### config.mk
export PLATFORM = sky130hd
export DESIGN_NAME = mii_rx_status
export DESIGN_NICKNAME = d
export VERILOG_FILES = /design/src/rtl/mii_rx_status.sv
export SDC_FILE = /design/constraint.sdc
export NUM_CORES = 1
export LEC_CHECK = 0
export BUFFER_PORTS_ARGS = -buffer_cell sky130_fd_sc_hd__buf_2
export CAP_MARGIN = 10
export CELL_PAD_IN_SITES_DETAIL_PLACEMENT = 1
export CELL_PAD_IN_SITES_GLOBAL_PLACEMENT = 1
export CORE_AREA = 2 2 39 41
export DETAILED_ROUTE_END_ITERATION = 8
export DIE_AREA = 0 0 41 43
export GPL_ROUTABILITY_DRIVEN = 1
export HOLD_SLACK_MARGIN = 0.06
export PLACE_DENSITY_LB_ADDON = 0.05
export SLEW_MARGIN = 20
export SYNTH_ARGS = -nofsm -noshare
export SYNTH_HDL_FRONTEND = slang
export SYNTH_SLANG_ARGS = --single-unit
### constraint.sdc
create_clock -name clk -period 2.05 [get_ports clk]
set_input_delay 0.41 -clock clk [delete_from_list [all_inputs] [get_ports clk]]
set_output_delay 0.41 -clock clk [all_outputs]
set_load 0.02 [all_outputs]
### src/rtl/mii_rx_status.sv
module mii_rx_status (
  input  logic       clk,
  input  logic       rst,
  input  logic       rx_dv,
  input  logic       rx_er,
  input  logic [3:0] rx_nib,
  input  logic       crs_async,
  input  logic       full_duplex,
  output logic       frame_err,
  output logic       frame_done,
  output logic       sof_seen,
  output logic       false_carrier,
  output logic       reserved_code,
  output logic       crs_sync
);

  localparam logic [3:0] NIB_PRE  = 4'h5;
  localparam logic [3:0] NIB_SFD  = 4'hD;
  localparam logic [3:0] NIB_FC   = 4'hE;
  localparam logic [3:0] NIB_IDLE = 4'h0;

  logic dv_q;
  logic pre_q;
  logic crs_s1;
  logic crs_s2;
  logic frame_start;
  logic idle_err;

  assign frame_start = rx_dv & ~dv_q;
  assign idle_err    = ~rx_dv & rx_er;

  always_ff @(posedge clk) begin
    if (rst) begin
      dv_q       <= 1'b0;
      frame_err  <= 1'b0;
      frame_done <= 1'b0;
    end else begin
      dv_q       <= rx_dv;
      frame_done <= dv_q & ~rx_dv;
      if (frame_start)
        frame_err <= rx_er;
      else if (rx_dv)
        frame_err <= frame_err | rx_er;
    end
  end

  always_ff @(posedge clk) begin
    if (rst) begin
      pre_q    <= 1'b0;
      sof_seen <= 1'b0;
    end else if (!rx_dv) begin
      pre_q    <= 1'b0;
      sof_seen <= 1'b0;
    end else if (frame_start) begin
      pre_q    <= (rx_nib == NIB_PRE);
      sof_seen <= 1'b0;
    end else if (!sof_seen) begin
      pre_q    <= (rx_nib == NIB_PRE);
      sof_seen <= pre_q & (rx_nib == NIB_SFD);
    end
  end

  always_ff @(posedge clk) begin
    if (rst) begin
      false_carrier <= 1'b0;
      reserved_code <= 1'b0;
    end else begin
      false_carrier <= idle_err & (rx_nib == NIB_FC);
      reserved_code <= idle_err & (rx_nib != NIB_FC) & (rx_nib != NIB_IDLE);
    end
  end

  always_ff @(posedge clk) begin
    if (rst) begin
      crs_s1 <= 1'b0;
      crs_s2 <= 1'b0;
    end else begin
      crs_s1 <= crs_async;
      crs_s2 <= crs_s1;
    end
  end

  assign crs_sync = crs_s2 & ~full_duplex;

endmodule

==> impl_metrics.py <==
metrics = {
    "outcome": {
        "run_status": "finished clean",
    },
    "clocking": {
        "clk_pin_slew_ns": 0.06,
        "clock_tree.buffer_depth": 2,
        "cts_max_level": 1,
        "cts_root_buf": "clkbuf_4",
        "cts_tree": "built",
        "ctsResizeCount": 0,
        "clk_latency_ns": 0.25,
        "cts_made_buffers": 3,
        "clock-sinks": 9,
        "postCtsHoldBufs": 0,
        "postCtsSetupBuffers": 0,
    },
    "floorplan": {
        "die_area_um2": 1760,
        "die_y_um": 43,
        "start_util_pct": 21.9,
        "core_um2": 1380,
        "io_pins": 16,
        "die_x_um": 41,
        "fp-row-count": 14,
    },
    "setup_path": {
        "worstPathArrival_ns": 0.83,
        "cp.required_ns": 1.64,
        "path_max_fanout": 1,
        "end_kind": "primary output",
        "cp-start-kind": "register",
        "path_class": "register to primary output",
    },
    "routing": {
        "drtIter0Drc": 4,
        "drtAntennaViolNets": 0,
        "dr.pass1.iters": 4,
        "drc": 0,
        "post_drt_wl_per_cell_um": 11.3,
        "wirelength_um": 732,
        "via_per_inst": 4.32,
        "route.vias.total": 281,
    },
    "sta": {
        "setup_violations": 0,
        "skew_ns": 0.00167,
        "finalCritPeriodShare_pct": 60.5,
        "drv_slew": 0,
        "fin_tns_setup_ns": 0,
        "rsz0062_at_grt": "no",
        "fin_crit_ns": 1.24,
        "fmax_mhz": 806,
        "final_hold_viol_count": 0,
        "tightest_slew_ns": 0.255,
        "maxSlewHeadroom_pct": 82.9,
    },
    "grt": {
        "grt_usage_pct": 10.1,
        "grt_pass1_vias": 314,
        "grt-ovfl-total": 0,
        "grt_max_degree": 7,
        "antenna_found_initial": 0,
        "grt_pass1_wl_mm": 1.19,
    },
    "synth": {
        "yosysSeqAreaShare_pct": 59.5,
        "synth_nets": 40,
        "synthCells": 30,
        "ys_types": 15,
        "synth_warnings": 0,
        "syn_area_per_cell_um2": 10.1,
        "ys_ff_latch": 9,
        "synth_area_um2": 303,
    },
    "placed_design": {
        "numPlacedInstances": 61,
        "place.gp.congestion": 0.600,
        "port_buffers": 15,
        "dp_hpwl_um": 581,
    },
    "finish": {
        "final_common_cell": "buf_2",
        "antenna_cells": 0,
        "final_layout_size_suffix_gt1_share_pct": 36.7,
        "most-common-layout-cells": "buf_2, dfxtp_1, nor2b_1, nor2_1, clkbuf_4",
        "synthToLayoutAreaGrowth_pct": 40.1,
        "final-instance-count-excl-fill": 65,
        "num-nets-final": 60,
    },
    "pwr": {
        "swShare_pct": 23.3,
        "ir_drop_mv": 0.280,
        "p_leak_nw": 0.203,
        "p_comb_share_pct": 8.5,
        "powerDensity_nw_per_um2": 827,
        "net-switching-power_mw": 0.0817,
        "p_clk_share_pct": 39.3,
        "cell_internal_pwr_mw": 0.269,
        "seqPwrFrac_pct": 52.2,
    },
    "hold_path": {
        "min_path_type": "primary input to register",
    },
    "job": {
        "max-cap-violations": 0,
    },
}
==> routing by layer <==
layer  routed length, um  track usage [%]  vias up
met2                 366             17.2       10
met5                   0                0        -
met4                   5             6.00        0
met3                  62             3.14        2
met1                 297             9.74      127
li1                    -                -      142
==> power groups by stage <==
stage	combinational, mW	sequential (mW)	clock [mW]
global route	0.0330	0.184	0.151
CTS	0.0301	0.183	0.140
finish	0.0297	0.183	0.138
detailed placement	0.0300	0.187	0
global placement	0.0286	0.187	0
floorplan	0.00947	0.190	0
==> cell type report <==
| type | instances | area, um^2 |
|---|---|---|
| sequential | 9 | 180 |
| inverter | 1 | 3.75 |
| timing repair buffer | 15 | 75.1 |
| fill | 167 | 960 |
| tap | 16 | 20.0 |
| clock buffer | 4 | 26.3 |
| multi-input combinational | 20 | 119 |
==> per-stage QoR <==
stage / hold slack, ns / power, mW / util, % / area [um^2] / setup slack (ns)
finish: 0.364 / 0.351 / 30.7 / 424 / 0.809
CTS: 0.366 / 0.353 / 30.7 / 424 / 0.801
global route: 0.368 / 0.367 / 30.7 / 424 / 0.748
floorplan: 0.414 / 0.199 / - / 303 / 0.926
detailed placement: 0.434 / 0.217 / 28.8 / 398 / 0.873
global placement: 0.427 / 0.215 / 28.8 / 398 / 0.886
==> synthesized netlist by cell type <==
cell	n	area, um^2
nand2_1	2	7.51
dfxtp_1	9	180
nor2_1	3	11.3
nor3_1	1	5.00
nor3b_1	1	7.51
and3b_1	2	17.5
and2_1	1	6.26
a21oi_1	2	10.0
a32oi_1	1	8.76
inv_1	1	3.75
nor2b_1	3	18.8
nand4b_1	1	8.76
a31oi_1	1	6.26
nor4_1	1	6.26
o21ai_0	1	5.00
==> registers in the layout, summed over array words and instances, names as in the netlist <==
signal	cells
sof_seen	1
pre_q	1
crs_s2	1
frame_done	1
crs_s1	1
false_carrier	1
frame_err	1
dv_q	1
reserved_code	1
==> path summary, 6_finish.rpt <==
path | from | end | slack (ns) | cells after the start
setup / recovery | crs_s2$_SDFF_PP0_ | crs_sync | 0.81 | 2
hold / removal | crs_async | crs_s1$_SDFF_PP0_ | 0.36 | 2
setup reg to reg | dv_q$_SDFF_PP0_ | pre_q$_SDFFE_PP0P_ | 1.23 | 3
hold reg to reg | crs_s1$_SDFF_PP0_ | crs_s2$_SDFF_PP0_ | 0.44 | 1
==> critical path: stages, from the launching register on <==
cell and delay, ns:
dfxtp_1 0.30, nor2b_1 0.11, buf_2 0.17
==> cell families after synthesis <==
group	Yosys count	synth area share (%)
AO/OA/AOI/OAI	5	9.92
buffers and inverters	1	1.24
flip-flops	9	59.5
AND/OR/NAND/NOR	15	29.3
(Power assumes the default switching activity.)
